<file path="config.mk">
export PLATFORM = sky130hd
export DESIGN_NAME = keyed_wdt
export DESIGN_NICKNAME = d
export VERILOG_FILES = /design/src/rtl/keyed_wdt_pkg.sv /design/src/rtl/keyed_wdt_seqdet.sv /design/src/rtl/keyed_wdt_ctrl.sv /design/src/rtl/keyed_wdt_dp.sv /design/src/rtl/keyed_wdt.sv
export SDC_FILE = /design/constraint.sdc
export NUM_CORES = 1
export LEC_CHECK = 0
export BUFFER_PORTS_ARGS = -buffer_cell sky130_fd_sc_hd__buf_4
export CAP_MARGIN = 20
export CORE_AREA = 2 2 149 151
export DETAILED_ROUTE_END_ITERATION = 10
export DIE_AREA = 0 0 151 153
export PLACE_DENSITY_LB_ADDON = 0.05
export SLEW_MARGIN = 10
export SYNTH_ARGS = -nofsm -noshare
export SYNTH_HDL_FRONTEND = slang
export SYNTH_SLANG_ARGS = --single-unit
</file>
<file path="constraint.sdc">
create_clock -name clk -period 9.3 [get_ports clk]
set_input_delay 1.86 -clock clk [delete_from_list [all_inputs] [get_ports clk]]
set_output_delay 1.86 -clock clk [all_outputs]
set_load 0.01 [all_outputs]
</file>
<file path="src/rtl/keyed_wdt_pkg.sv">
package keyed_wdt_pkg;
  localparam int REG_W = 16;

  localparam int OFS_CTRLH   = 'h00;
  localparam int OFS_CTRLL   = 'h02;
  localparam int OFS_TOUTH   = 'h04;
  localparam int OFS_TOUTL   = 'h06;
  localparam int OFS_WINH    = 'h08;
  localparam int OFS_WINL    = 'h0A;
  localparam int OFS_SERVICE = 'h0C;
  localparam int OFS_UNLOCK  = 'h0E;
  localparam int OFS_TMRH    = 'h10;
  localparam int OFS_TMRL    = 'h12;
  localparam int OFS_RCNT    = 'h14;
  localparam int OFS_PRESC   = 'h16;

  localparam logic [REG_W-1:0] SERVICE_KEY_A = 16'hA602;
  localparam logic [REG_W-1:0] SERVICE_KEY_B = 16'hB480;
  localparam logic [REG_W-1:0] UNLOCK_KEY_A  = 16'hC520;
  localparam logic [REG_W-1:0] UNLOCK_KEY_B  = 16'hD928;
  localparam logic [REG_W-1:0] CTRL_RST      = 16'h01D3;

  localparam int EN_BIT  = 0;
  localparam int WIN_BIT = 3;
  localparam int UPD_BIT = 4;

  typedef struct packed {
    logic serviceOk;
    logic unlockOk;
    logic cfgOpen;
  } wdtStrobes_t;
endpackage

</file>
<file path="src/rtl/keyed_wdt_seqdet.sv">
module keyed_wdt_seqdet #(
  parameter int KEY_GAP = 20,
  parameter logic [15:0] KEY_A = 16'h0000,
  parameter logic [15:0] KEY_B = 16'h0000
) (
  input  logic        clk,
  input  logic        rstN,
  input  logic        wrHit,
  input  logic [15:0] wrData,
  output logic        seqOk
);
  localparam int GAP_W = $clog2(KEY_GAP + 2);

  logic             armed;
  logic [GAP_W-1:0] gap;

  assign seqOk = wrHit && armed && (wrData == KEY_B) && (gap <= GAP_W'(KEY_GAP));

  always_ff @(posedge clk or negedge rstN) begin
    if (!rstN) begin
      armed <= 1'b0;
      gap   <= '0;
    end else if (wrHit) begin
      if (seqOk) begin
        armed <= 1'b0;
      end else if (wrData == KEY_A) begin
        armed <= 1'b1;
        gap   <= GAP_W'(1);
      end else begin
        armed <= 1'b0;
      end
    end else if (armed && (gap <= GAP_W'(KEY_GAP))) begin
      gap <= gap + GAP_W'(1);
    end
  end
endmodule

</file>
<file path="src/rtl/keyed_wdt_ctrl.sv">
module keyed_wdt_ctrl
  import keyed_wdt_pkg::*;
#(
  parameter int ADDR_W  = 5,
  parameter int KEY_GAP = 20,
  parameter int CFG_WIN = 256
) (
  input  logic              clk,
  input  logic              rstN,
  input  logic              busWe,
  input  logic [ADDR_W-1:0] busAddr,
  input  logic [REG_W-1:0]  busWdata,
  input  logic              allowUpd,
  output wdtStrobes_t       strb
);
  localparam int WIN_W = $clog2(CFG_WIN + 1);

  logic             serviceHit, unlockHit, serviceOk, unlockOk;
  logic [WIN_W-1:0] winLeft;

  assign serviceHit = busWe && (busAddr == ADDR_W'(OFS_SERVICE));
  assign unlockHit  = busWe && (busAddr == ADDR_W'(OFS_UNLOCK));

  keyed_wdt_seqdet #(.KEY_GAP(KEY_GAP), .KEY_A(SERVICE_KEY_A), .KEY_B(SERVICE_KEY_B)) serviceDet_i (
    .clk(clk), .rstN(rstN), .wrHit(serviceHit), .wrData(busWdata), .seqOk(serviceOk)
  );

  keyed_wdt_seqdet #(.KEY_GAP(KEY_GAP), .KEY_A(UNLOCK_KEY_A), .KEY_B(UNLOCK_KEY_B)) unlockDet_i (
    .clk(clk), .rstN(rstN), .wrHit(unlockHit), .wrData(busWdata), .seqOk(unlockOk)
  );

  always_comb begin
    strb.serviceOk = serviceOk;
    strb.unlockOk  = unlockOk;
    strb.cfgOpen   = (winLeft != '0);
  end

  // Window opens out of reset and reopens on an allowed unlock
  always_ff @(posedge clk or negedge rstN) begin
    if (!rstN) begin
      winLeft <= WIN_W'(CFG_WIN);
    end else if (unlockOk && (allowUpd || strb.cfgOpen)) begin
      winLeft <= WIN_W'(CFG_WIN);
    end else if (strb.cfgOpen) begin
      winLeft <= winLeft - WIN_W'(1);
    end
  end
endmodule

</file>
<file path="src/rtl/keyed_wdt_dp.sv">
module keyed_wdt_dp
  import keyed_wdt_pkg::*;
#(
  parameter int          ADDR_W    = 5,
  parameter logic [31:0] TOUT_RST  = 32'h0000_0400,
  parameter logic [31:0] WIN_RST   = 32'h0000_0010,
  parameter logic [15:0] PRESC_RST = 16'h0400
) (
  input  logic              clk,
  input  logic              rstN,
  input  logic              busWe,
  input  logic              busRe,
  input  logic [ADDR_W-1:0] busAddr,
  input  logic [REG_W-1:0]  busWdata,
  input  wdtStrobes_t       strb,
  output logic [REG_W-1:0]  busRdata,
  output logic [REG_W-1:0]  ctrlQ,
  output logic              rstReq
);
  localparam int CNT_W = 2 * REG_W;

  logic [REG_W-1:0] toutH, toutL, winH, winL, presc, rcnt, shadowL;
  logic [CNT_W-1:0] cnt;
  logic [2:0]       presCnt;
  logic             en, tick, winErr, expire, reload, errEv, cfgWr;
  logic [REG_W-1:0] rcBase, rcNext;

  always_comb begin
    en     = ctrlQ[EN_BIT];
    tick   = en && (presCnt == presc[10:8]);
    winErr = strb.serviceOk && en && ctrlQ[WIN_BIT] && (cnt > {winH, winL});
    expire = tick && (cnt == '0) && !strb.serviceOk;
    reload = strb.serviceOk || expire;
    errEv  = winErr || expire;
    cfgWr  = busWe && strb.cfgOpen;
    rcBase = (busWe && busAddr == ADDR_W'(OFS_RCNT)) ? (rcnt & ~busWdata) : rcnt;
    rcNext = (errEv && rcBase != '1) ? rcBase + REG_W'(1) : rcBase;
  end

  always_ff @(posedge clk or negedge rstN) begin
    if (!rstN) begin
      ctrlQ   <= CTRL_RST;
      toutH   <= TOUT_RST[CNT_W-1:REG_W];
      toutL   <= TOUT_RST[REG_W-1:0];
      winH    <= WIN_RST[CNT_W-1:REG_W];
      winL    <= WIN_RST[REG_W-1:0];
      presc   <= PRESC_RST;
      rcnt    <= '0;
      shadowL <= '0;
      cnt     <= TOUT_RST;
      presCnt <= '0;
      rstReq  <= 1'b0;
    end else begin
      rstReq <= errEv;
      rcnt   <= rcNext;
      if (reload) begin
        cnt     <= {toutH, toutL};
        presCnt <= '0;
      end else if (tick) begin
        cnt     <= cnt - CNT_W'(1);
        presCnt <= '0;
      end else if (en) begin
        presCnt <= presCnt + 3'd1;
      end
      if (busRe && busAddr == ADDR_W'(OFS_TMRH)) shadowL <= cnt[REG_W-1:0];
      if (cfgWr) begin
        case (busAddr)
          ADDR_W'(OFS_CTRLH): ctrlQ <= busWdata;
          ADDR_W'(OFS_TOUTH): toutH <= busWdata;
          ADDR_W'(OFS_TOUTL): toutL <= busWdata;
          ADDR_W'(OFS_WINH):  winH  <= busWdata;
          ADDR_W'(OFS_WINL):  winL  <= busWdata;
          ADDR_W'(OFS_PRESC): presc <= busWdata;
          default: ;
        endcase
      end
    end
  end

  always_comb begin
    case (busAddr)
      ADDR_W'(OFS_CTRLH): busRdata = ctrlQ;
      ADDR_W'(OFS_TOUTH): busRdata = toutH;
      ADDR_W'(OFS_TOUTL): busRdata = toutL;
      ADDR_W'(OFS_WINH):  busRdata = winH;
      ADDR_W'(OFS_WINL):  busRdata = winL;
      ADDR_W'(OFS_TMRH):  busRdata = cnt[CNT_W-1:REG_W];
      ADDR_W'(OFS_TMRL):  busRdata = shadowL;
      ADDR_W'(OFS_RCNT):  busRdata = rcnt;
      ADDR_W'(OFS_PRESC): busRdata = presc;
      default:            busRdata = '0;
    endcase
  end
endmodule

</file>
<file path="src/rtl/keyed_wdt.sv">
module keyed_wdt
  import keyed_wdt_pkg::*;
#(
  parameter int          ADDR_W    = 5,
  parameter int          KEY_GAP   = 20,
  parameter int          CFG_WIN   = 256,
  parameter logic [31:0] TOUT_RST  = 32'h0000_0400,
  parameter logic [31:0] WIN_RST   = 32'h0000_0010,
  parameter logic [15:0] PRESC_RST = 16'h0400
) (
  input  logic              clk,
  input  logic              rstN,
  input  logic              busWe,
  input  logic              busRe,
  input  logic [ADDR_W-1:0] busAddr,
  input  logic [15:0]       busWdata,
  output logic [15:0]       busRdata,
  output logic              rstReq
);
  wdtStrobes_t      strb;
  logic [REG_W-1:0] ctrlQ;

  keyed_wdt_ctrl #(.ADDR_W(ADDR_W), .KEY_GAP(KEY_GAP), .CFG_WIN(CFG_WIN)) ctrl_i (
    .clk(clk), .rstN(rstN), .busWe(busWe), .busAddr(busAddr), .busWdata(busWdata),
    .allowUpd(ctrlQ[UPD_BIT]), .strb(strb)
  );

  keyed_wdt_dp #(.ADDR_W(ADDR_W), .TOUT_RST(TOUT_RST), .WIN_RST(WIN_RST), .PRESC_RST(PRESC_RST)) dp_i (
    .clk(clk), .rstN(rstN), .busWe(busWe), .busRe(busRe), .busAddr(busAddr), .busWdata(busWdata),
    .strb(strb), .busRdata(busRdata), .ctrlQ(ctrlQ), .rstReq(rstReq)
  );
endmodule

</file>
## Word level (Yosys, flattened, before mapping)

Cells that the tools add are included.

- Output and inout port bits: 17
- Word-level logic and storage cells: 110
- Flip-flop bits (word level): 185

- Reductions and logical operators: 41
- $lt $le $gt $ge: 3
- Bitwise gates (word level): 2
- Mux-type cells: 22
- Equality and inequality tests: 20
- Add/subtract/negate cells: 6

Operator list:

| cell | count |
|---|---|
| $pmux W16 S9 | 1 |
| $eq A16 B16 Y1 const B | 4 |
| $mux W32 | 2 |
| $mux W5 | 8 |
| $gt A32 B32 Y1 | 1 |
| $logic_not A32 Y1 | 1 |
| $mux W16 | 2 |
| $sub A32 B1 Y32 const B | 1 |
| $logic_and A1 B1 Y1 | 21 |
| $eq A5 B4 Y1 const B | 4 |
| $eq A5 B5 Y1 const B | 4 |
| $mux W9 | 2 |
| $add A16 B1 Y16 const B | 1 |
| $and A16 B16 Y16 | 1 |
| $ne A16 B16 Y1 const B | 1 |
| $not A16 Y16 | 1 |
| $reduce_and A2 Y1 | 6 |
| $add A5 B1 Y5 const B | 2 |
| $eq A5 B3 Y1 const B | 2 |
| $le A5 B5 Y1 const B | 2 |
| $mux W3 | 3 |
| $reduce_bool A9 Y1 | 1 |
| $sub A9 B1 Y9 const B | 1 |
| $reduce_bool A2 Y1 | 4 |
| 10 further kinds | 18 |

## Longest topological paths before layout

Gate-level depths: netlist (run 1).

- Depth in word-level cells: 11
- Depth in mapped cells: 14
- Mapped depth without buffers: 11

## By module

A second synthesis (run 1) with hierarchy kept.

- Cells, all modules: 1072
- Area, all modules: 10568.9 um2

Modules (own cells, without submodules):

| module | area an instance (um2) | seq. area each (um2) | instances | cells each |
|---|---|---|---|---|
| keyed_wdt_dp | 9201.3 | 4116.4 | 1 | 932 |
| keyed_wdt_ctrl | 528.0 | 226.5 | 1 | 55 |
| keyed_wdt_seqdet at ctrl_i.unlockDet_i | 424.2 | 150.1 | 1 | 43 |
| keyed_wdt_seqdet at ctrl_i.serviceDet_i | 415.4 | 150.1 | 1 | 42 |

## Least setup slack after synthesis (run 1)

OpenSTA, ideal clock, no wires.

- Kind: input port to output port
- Start point: input port busAddr[0]
- End point: output port busRdata[10]
- Setup slack: 3966 ps
- Data required time: 7440 ps
- Data arrival time: 3474 ps
- Stages on the path: 6
- Path buffers: 2
- Path through: or3b_2 > clkbuf_1 > nor3_1 > clkbuf_1 > a221oi_1 > nand3_1

- Cells in the longest elaborated chain, start to end: 2

RTL lines:

| what | RTL line | text |
|---|---|---|
| start, declared | keyed_wdt.sv:15 | `input logic [ADDR_W-1:0] busAddr,` |
| $eq A5 B5 Y1 (tied with other cells) | keyed_wdt_dp.sv:81 | `case (busAddr)` |
| $pmux W16 S9 * | keyed_wdt_dp.sv:81 |  |
| end, declared | keyed_wdt.sv:17 | `output logic [15:0] busRdata,` |

Mark *: on every way between the ends. The rest lies on a longest branch, timed or not.

## Worst setup path in the final report (run 1)

- Start point: input port busAddr[4]
- End point: output port busRdata[7]

The elaborated chain is that of the path after synthesis.

==> metrics.txt, run 1 <==
power per cell area=182.5 nW/um^2; clk sinks=185; measured slew at the worst slew-check pin=1.150 ns; Sw Ratio=0.3108; CP endpoint kind=output port; IO Count=42; ys async rst share=1.000; total grt overflow=0; drt first pass iters=6; syn avg cell area=9.622 um^2; number of setup buffers added after CTS=0; Peak Freq=0.1760 GHz; clk buf depth=2; syn_nets=1,138; slew margin rel.=0.2228; Most common cell on crit path=buf_4; first-pass GRT wire length=approximately 51 mm; Clock transition at path regs=~0.08 ns; Ant. Diodes=0; Pint=1.458 mW; Final Net Count=about 1,200; yosys warns=0; Tightest Hold Check Type=flop to flop; maximum vdd drop=114.2 uV; dpl hpwl=23.30 mm; area of the die=between 20,000 and 25,000 um^2; final worst path period share=0.6111; GP Congestion=0.8692; Seq cells post-synth=185; sw power=approximately 0.66 mW; crit-path max FO=14; cell family with most CP delay=simple AND/OR/NAND/NOR gates; crit path DAT=3.82 ns; starting density of the core=0.4801; Clk pwr share=0.351; Leak=between 4 and 5 nW; cts bufs inserted=17; Core Area=21,490 um^2; PostCTS Resize Cnt=0; chip height=153 um; Setup Viol. Count Final=0; DR iter-0 viols=about 850; Period minus WS final=5.683 ns; CTS H-tree depth=4; DIE WIDTH=151 um; antenna violations before repair=0; Via Count=8,596; number of global-route vias before repair=a little over 8,000; Final Max Slew Viols=0; DR vias/cell=6.211; Root Driver=clkbuf_16; Hold Startpoint=ctrl_i.unlockDet_i.armed; Mapped Cells=1,072; PortBufs=41; Layout Skew=about 0.016 ns; Final Hold Fails=0; Reg with most FFs=dp_i.cnt; Syn-to-layout area delta=12.39%; TNS Setup=0 ns; CP startpoint kind=input port; R2R Path Start=dp_i.cnt[5]; largest net degree at the start of global routing=124; Crit-path slowest cell=or3_1; Comb pwr share=0.166; worst path bufs/invs=4; Mapped Area=10,310 um^2; ANT nets after route=0; part of the power in registers=0.484; status=finished, final reports clean; layout cell share with drive strength beyond 1=0.1966; Post-synth top flop=dfrtp_1; Routed WL=32.56 mm; # DRC=0; CP max stage delay=0.54 ns; worst path required time=7.44 ns; WS Path Type=input port to output port; Synth cell types=69; crit-path cells=buf_4 -> or3_1 -> nor3b_2 -> buf_4 -> inv_1 -> o21ai_0 -> a221oi_1 -> nand3_1 -> buf_4; cts hold-fix bufs=0; Routed wire per std cell=23.53 um; Clk Latency, worst-skew pair=0.44 ns; max-cap violations=0; sequential-to-total area share from yosys stat=0.4501; CTS tree=yes; number of synthesized flops with an enable pin=0; gr usage total=0.2936; Fin Hold WS=approximately 0.48 ns; Site Rows=54; RSZ-0062 raised after global routing=no; max FFs per register=32; CP Launch Point=busAddr[4]
## cell families (layout without fill, tap and decap cells)
logic type      after synthesis  in the layout  share of synthesized area
mux                          81             81                    0.08819
compound gates              281            281                     0.1781
flops                       185            185                     0.4501
xor+xnor                     24             24                    0.02038
fa+ha+maj                    41             41                    0.04973
buf+inv                     121            153                    0.04512
simple gates                339            339                     0.1684
## per-layer routing
| layer | vias to the layer above | part of all wire | global-route usage |
|---|---|---|---|
| met2 | 321 | 0.46 | 0.4474 |
| met5 | - | 0 | 0 |
| li1 | 3973 | - | - |
| met4 | 0 | 0.028 | 0.1024 |
| met1 | 4253 | 0.44 | 0.4269 |
| met3 | 49 | 0.068 | 0.04418 |
## layout by cell type, fill, tap and decap left out, drive strengths merged, types with 13 or more instances in the layout
master  count
nor3       29
nand4      24
nor2       70
inv        65
o21ai      91
buf        63
nor4       14
a222oi     16
ha         41
a22oi      21
xnor2      15
clkbuf     19
a21oi      69
a221oi     18
nand3      43
a22o       13
dfrtp     174
or3        17
nand2      82
mux2       79
## power groups by stage
stage	Sequential, mW	Combinational [mW]	Clock [mW]
2_1_floorplan	0.988	0.244	0
3_3_place_gp	1.04	0.339	0
3_5_place_dp	1.04	0.349	0
4_1_cts	1.02	0.350	0.755
5_1_grt	1.03	0.396	0.787
6_report	1.02	0.350	0.742
## cells in the mapped netlist, drive strengths merged, types with 5 or more instances
master | n | area share
or2 | 5 | 0.0030
nor4 | 14 | 0.0091
xor2 | 9 | 0.0076
dfstp | 11 | 0.028
a22o | 13 | 0.011
mux2 | 79 | 0.086
buf | 5 | 0.0029
and3 | 7 | 0.0052
dfrtp | 174 | 0.42
nand3 | 43 | 0.021
a22oi | 21 | 0.015
nand2 | 82 | 0.030
a221oi | 18 | 0.016
nor3 | 29 | 0.014
nand4 | 24 | 0.015
inv | 56 | 0.020
or3 | 17 | 0.010
o21a | 6 | 0.0044
or4 | 6 | 0.0047
nor3b | 7 | 0.0051
o21ai | 91 | 0.044
clkbuf | 60 | 0.022
a21boi | 10 | 0.0073
nand2b | 12 | 0.0073
xnor2 | 15 | 0.013
nor2 | 70 | 0.026
a21oi | 69 | 0.033
a222oi | 16 | 0.016
a31oi | 6 | 0.0036
ha | 41 | 0.050
## worst paths after layout
| path | endpoint | slack [ns] | cells after the start |
|---|---|---|---|
| min | ctrl_i.unlockDet_i.armed | 0.48 | 1 |
| max reg2reg | dp_i.cnt[31] | 5.58 | 9 |
| max | busRdata[7] | 3.62 | 9 |
| min reg2reg | ctrl_i.unlockDet_i.armed | 0.48 | 1 |
| max in group asynchronous | dp_i.rcnt[4] | 6.64 | 2 |
| min in group asynchronous | dp_i.cnt[12] | 1.40 | 1 |
## metrics by stage
stage	cell area, um^2	util	std cells	power (mW)	worst slack, ns
2_1_floorplan	10310	-	1072	1.231	3.966
3_3_place_gp	10960	0.5103	1350	1.377	3.714
3_5_place_dp	10970	0.5108	1351	1.385	3.710
4_1_cts	11560	0.5383	1383	2.127	3.683
5_1_grt	11590	0.5395	1384	2.217	3.555
6_report	11590	0.5395	1384	2.115	3.617
## worst register-to-register path, delay by kind of cell, from the launching register on
kind,cells,cell delay (ns)
and+or+nand+nor,5,2.28
AOI/OAI and AO/OA,3,0.53
buffers and inverters,1,0.23
DFF,1,0.52
## final cells by class
type | instances | area [um^2]
Fill cell | 1970 | 9893
Multi-Input combinational cell | 766 | 5281
Sequential cell | 185 | 4643
Timing Repair Buffer | 65 | 516.7
Clock buffer | 18 | 439.2
Tap cell | 280 | 350.3
Inverter | 56 | 210.2
Clock inverter | 14 | 151.4
No activity file was read; power rests on OpenSTA's default activity.
==> inputs of run 2 (changes only) <==
==> constraint.sdc (replaced) <==
create_clock -name clk -period 4.8 [get_ports clk]
set_input_delay 0.96 -clock clk [delete_from_list [all_inputs] [get_ports clk]]
set_output_delay 0.96 -clock clk [all_outputs]
set_load 0.01 [all_outputs]
==> metrics.txt, run 2 (same netlist as run 1, synthesis figures left out) <==
dpl hpwl=23.07 mm (-0.98%); area of the die=23,100 um^2 (unchanged); Crit-path slowest cell=nor2_1; DIE WIDTH=151 um (unchanged); CP startpoint kind=input port; Via Count=8,744 (+1.7%); Layout Skew=0.01704 ns (+0.001282 ns); Core Area=21,490 um^2 (unchanged); # DRC=0 (unchanged); cts hold-fix bufs=0 (unchanged); Routed wire per std cell=23.99 um (+2.0%); PortBufs=41 (unchanged); number of setup buffers added after CTS=0 (unchanged); starting density of the core=0.4801 (unchanged); CP endpoint kind=output port; Syn-to-layout area delta=12.68%; worst path required time=3.84 ns (-3.60 ns); Most common cell on crit path=buf_4; Reg with most FFs=dp_i.cnt; DR vias/cell=6.295 (+1.4%); RSZ-0062 raised after global routing=no; largest net degree at the start of global routing=110 (-11%); status=finished, final reports clean; max-cap violations=0 (unchanged); Clk pwr share=0.353 (+0.002); TNS Setup=0 ns (unchanged); crit-path max FO=9 (-5); pre-CTS WS=0.5750 ns (-3.135 ns); drt first pass iters=5 (-1); CTS tree=yes; Clk Latency, worst-skew pair=0.45 ns (about the same); max FFs per register=32 (unchanged); Final Net Count=1,162 (+0.43%); most common cell after layout, fill and taps aside=dfrtp_1; Leak=4.982 nW (+0.32%); WS Path Type=input port to output port; first-pass GRT wire length=51.70 mm (+1.8%); layout cell share with drive strength beyond 1=0.1993 (+0.002721); crit-path cells=buf_4 -> or3b_2 -> nor2_1 -> buf_4 -> a22o_1 -> a221oi_1 -> nand3_1 -> buf_4; sw power=1.288 mW (+96%); Peak Freq=between 0.2 and 0.25 GHz; antenna violations before repair=0 (unchanged); Pint=2.828 mW (+94%); most frequent cells in the layout=174 x dfrtp_1, 88 x o21ai_0, 82 x nand2_1, 79 x mux2_2, 69 x a21oi_1; final worst path period share=0.8371; DR iter-0 viols=939 (+11%); clk sinks=185 (unchanged); chip height=153 um (unchanged); maximum vdd drop=233.4 uV (+100%); CP max stage delay=0.63 ns (+0.09 ns); Root Driver=clkbuf_16; Routed WL=33.33 mm (+2.4%); measured slew at the worst slew-check pin=1.050 ns (-0.09908 ns); Final Max Slew Viols=0 (unchanged); total grt overflow=0 (unchanged); power per cell area=354.1 nW/um^2 (+94%); gr usage total=0.3013 (+0.007726); Comb pwr share=0.170 (+0.004); clk buf depth=2 (unchanged); cts bufs inserted=17 (unchanged); IO Count=42 (unchanged); Ant. Diodes=0 (unchanged); part of the power in registers=0.477 (-0.007); Setup Viol. Count Final=0 (unchanged); Final Hold Fails=0 (unchanged); number of global-route vias before repair=8,467 (+2.1%); crit path DAT=3.06 ns (-0.76 ns); slew margin rel.=0.2980 (+0.07515); Sw Ratio=0.3129 (+0.002093); Clock transition at path regs=0.08 ns (about the same); Period minus WS final=4.018 ns; Site Rows=54 (unchanged); ANT nets after route=0 (unchanged); CTS H-tree depth=4 (unchanged); PostCTS Resize Cnt=0 (unchanged); Tightest Hold Check Type=flop to flop; GP Congestion=0.9022 (+3.8%); setup ws final=0.7818 ns (-2.835 ns)
## run 2: changes by cell type in the layout (fill, tap and decap cells not counted), sizes merged
cell | before | now
buf | 63 | 68
inv | 65 | 62
clkinvlp | 1 | 4
clkdlybuf4s18 | 1 | 0
clkbuf | 19 | 20
## run 2: area by class of cell
| class | instances | area [um^2] |
|---|---|---|
| multi-input combinational | 766 | 5279 |
| sequential | 185 | 4643 |
| clock buffer | 18 | 439.2 |
| clock inverter | 14 | 158.9 |
| fill | 1970 | 9863 |
| inverter | 56 | 210.2 |
| timing repair buffer | 70 | 541.8 |
| tap | 280 | 350.3 |
## run 2: through the flow
step	area [um^2]	hold slack [ns]	total power [mW]	utilization	instances
floorplan	10310	0.4488	2.386	-	1072
global placement	11020	0.4577	2.666	0.5129	1356
detailed placement	11020	0.4694	2.684	0.5129	1356
CTS	11620	0.4885	4.135	0.5407	1388
global route	11620	0.5145	4.312	0.5409	1389
finish	11620	0.4864	4.116	0.5409	1389
## run 2: path summary, 6_finish.rpt
check / start / cells after the start / slack (ns) / to
setup / recovery: busAddr[0] / 8 / 0.78 / busRdata[8]
hold / removal: ctrl_i.unlockDet_i.armed / 1 / 0.49 / ctrl_i.unlockDet_i.armed
setup reg to reg: dp_i.cnt[0] / 10 / 0.98 / dp_i.cnt[28]
hold reg to reg: ctrl_i.unlockDet_i.armed / 1 / 0.49 / ctrl_i.unlockDet_i.armed
max in group asynchronous: rstN / 2 / 3.25 / ctrl_i.winLeft[8]
min in group asynchronous: rstN / 1 / 0.59 / dp_i.shadowL[11]
## run 2: metal layers
| layer | track usage | part of all wire | up-vias |
|---|---|---|---|
| met4 | 0.1259 | 0.038 | 0 |
| met3 | 0.04657 | 0.060 | 80 |
| met1 | 0.4212 | 0.44 | 4378 |
| met2 | 0.4667 | 0.46 | 289 |
| met5 | 0 | 0 | - |
| li1 | - | - | 3997 |
## run 2: power groups by stage
stage               combinational [mW]  clock [mW]  sequential, mW
finish                           0.700        1.45            1.96
global route                     0.787        1.54            1.99
CTS                              0.697        1.48            1.96
detailed placement               0.694           0            1.99
global placement                 0.678           0            1.99
floorplan                        0.472           0            1.91
## run 2: critical path, delay by kind of cell
kind,cells,cell delay [ns]
AO/OA/AOI/OAI,2,0.20
AND/OR/NAND/NOR,3,1.31
buffers and inverters,3,0.58
==> inputs of run 3 (changes only) <==
==> constraint.sdc (replaced) <==
create_clock -name clk -period 3.4 [get_ports clk]
set_input_delay 0.68 -clock clk [delete_from_list [all_inputs] [get_ports clk]]
set_output_delay 0.68 -clock clk [all_outputs]
set_load 0.01 [all_outputs]
==> metrics.txt, run 3 (same netlist as run 1, synthesis figures left out) <==
R2R Path Start=dp_i.cnt[1]; dpl hpwl=25.14 mm (+9.0%); Final Net Count=1,235 (+6.3%); GP Congestion=0.9275 (+2.8%); Clock transition at path regs=0.07 ns (about the same); gr usage total=0.3064 (+0.005045); crit path DAT=2.58 ns (-0.48 ns); Most common cell on crit path=buf_4; Ant. Diodes=0 (unchanged); Tightest Hold Check Type=input port to async pin; total grt overflow=0 (unchanged); design area=12,260 um^2 (+5.5%); global-route met3 utilization=0.06149 (+0.01493); status=finished, final reports clean; setup ws final=0.1393 ns (-0.6426 ns); layout cell share with drive strength beyond 1=0.2479 (+0.04861); total power=5.813 mW (+41%); pre-CTS WS=-0.2482 ns (-0.8232 ns); IO Count=42 (unchanged); maximum vdd drop=294.7 uV (+26%); Final Hold Fails=0 (unchanged); ANT nets after route=0 (unchanged); GR met1 Demand/Resource=0.4331 (+0.01194); PortBufs=41 (unchanged); cts hold-fix bufs=0 (unchanged); power per cell area=474.0 nW/um^2 (+34%); area of the die=23,100 um^2 (unchanged); max FFs per register=32 (unchanged); DR iter-0 viols=767 (-18%); most frequent cells in the layout=174 x dfrtp_1, 133 x buf_4, 88 x o21ai_0, 82 x nand2_1, 78 x mux2_2; crit-path cells=buf_4 -> buf_4 -> or3b_2 -> buf_4 -> nor3_2 -> buf_4 -> buf_12 -> a22o_1 -> a221oi_1 -> nand3_1 -> buf_4; DR vias/cell=6.116 (-2.9%); CP max stage delay=0.52 ns (-0.11 ns); Sw Ratio=0.3102 (-0.002656); Crit-path slowest cell=or3b_2; final worst path period share=0.9590; antenna violations before repair=0 (unchanged); Site Rows=54 (unchanged); WS Path Type=input port to output port; starting density of the core=0.4801 (unchanged); number of setup buffers added after CTS=0 (unchanged); Clk pwr share=0.342 (-0.011); Filler Cells Inserted=1,911 (-3.0%); chip height=153 um (unchanged); CP Launch Point=busAddr[0]; most common cell after layout, fill and taps aside=dfrtp_1; CTS H-tree depth=4 (unchanged); drt first pass iters=5 (unchanged); number of global-route vias before repair=8,582 (+1.4%); clk sinks=185 (unchanged); crit-path max FO=9 (unchanged); CP startpoint kind=input port; DIE WIDTH=151 um (unchanged); RSZ-0062 raised after global routing=no; Pint=4.010 mW (+42%); sw power=1.803 mW (+40%); part of the power in registers=0.477 (about the same); Syn-to-layout area delta=18.90%; # DRC=0 (unchanged); measured slew at the worst slew-check pin=0.7378 ns (-0.3127 ns); Period minus WS final=approximately 3.3 ns; first-pass GRT wire length=52.53 mm (+1.6%); Leak=5.370 nW (+7.8%); Final Max Slew Viols=0 (unchanged); CP endpoint kind=output port; Reg with most FFs=dp_i.cnt; DP Area=11,670 um^2 (+5.9%); Clk Latency, worst-skew pair=0.44 ns (about the same); Via Count=8,941 (+2.3%); max-cap violations=0 (unchanged); slew margin rel.=0.5071 (+0.2091); clk buf depth=2 (unchanged); Routed wire per std cell=23.41 um (-2.4%); Setup Viol. Count Final=0 (unchanged); met2 usage=0.4738 (+0.007143); Root Driver=clkbuf_16; PostCTS Resize Cnt=0 (unchanged); Layout Skew=0.01017 ns (-0.006870 ns); Peak Freq=0.3067 GHz; worst path required time=2.72 ns (-1.12 ns); cts bufs inserted=17 (unchanged); TNS Setup=0 ns (unchanged); Core Area=21,490 um^2 (unchanged); Comb pwr share=0.181 (+0.011); largest net degree at the start of global routing=64 (-42%); CTS tree=yes; Routed WL=34.23 mm (+2.7%); gr busiest metal=met2
[run 3: changes by cell type in the layout (fill, tap and decap cells not counted), moves of 4 or more]
cell,previous run,this run
buf_4,67,133
buf_12,1,8
inv_6,1,5
inv_8,5,1
[run 3: area by class of cell]
cell class | instances | area, um^2 | area share
repair buffers | 143 | 1200 | 0.09784
clock inverters | 13 | 135.1 | 0.01102
clock buffers | 19 | 432.9 | 0.03530
flip-flops and latches | 185 | 4643 | 0.3786
inverters | 56 | 210.2 | 0.01714
multi-input cells | 766 | 5293 | 0.4315
well taps | 280 | 350.3 | 0.02857
[run 3: through the flow]
step / util / hold slack [ns] / instances
2_1_floorplan: - / 0.3844 / 1072
3_3_place_gp: 0.5431 / 0.4634 / 1429
3_5_place_dp: 0.5431 / 0.4729 / 1429
4_1_cts: 0.5695 / 0.2373 / 1461
5_1_grt: 0.5708 / 0.2548 / 1462
6_report: 0.5708 / 0.2319 / 1462
[run 3: final timing paths]
path	end	slack (ns)	cells after the start
setup / recovery	busRdata[2]	0.14	11
hold / removal	ctrl_i.serviceDet_i.gap[1]	0.23	1
setup reg to reg	dp_i.cnt[28]	0.24	11
hold reg to reg	ctrl_i.unlockDet_i.armed	0.49	1
max in group asynchronous	dp_i.ctrlQ[0]	2.36	2
min in group clk	ctrl_i.unlockDet_i.armed	0.49	1
[run 3: critical path, delay by kind of cell]
family	cells	cell delay [ns]
AOI/OAI and AO/OA	2	0.20
buffers and inverters	6	0.94
and+or+nand+nor	3	0.77
[run 3: power by group through the flow]
| stage | clock [mW] | combinational (mW) | sequential, mW |
|---|---|---|---|
| CTS | 2.01 | 1.05 | 2.77 |
| global route | 2.11 | 1.17 | 2.80 |
| global placement | 0 | 1.02 | 2.81 |
| detailed placement | 0 | 1.04 | 2.81 |
| floorplan | 0 | 0.669 | 2.70 |
| finish | 1.99 | 1.05 | 2.77 |
[run 3: metal layers]
metal | wire length, um | vias up
li1 | - | 4140
met1 | 15090 | 4437
met2 | 15810 | 308
met3 | 2387 | 56
met4 | 931 | 0
met5 | 0 | -
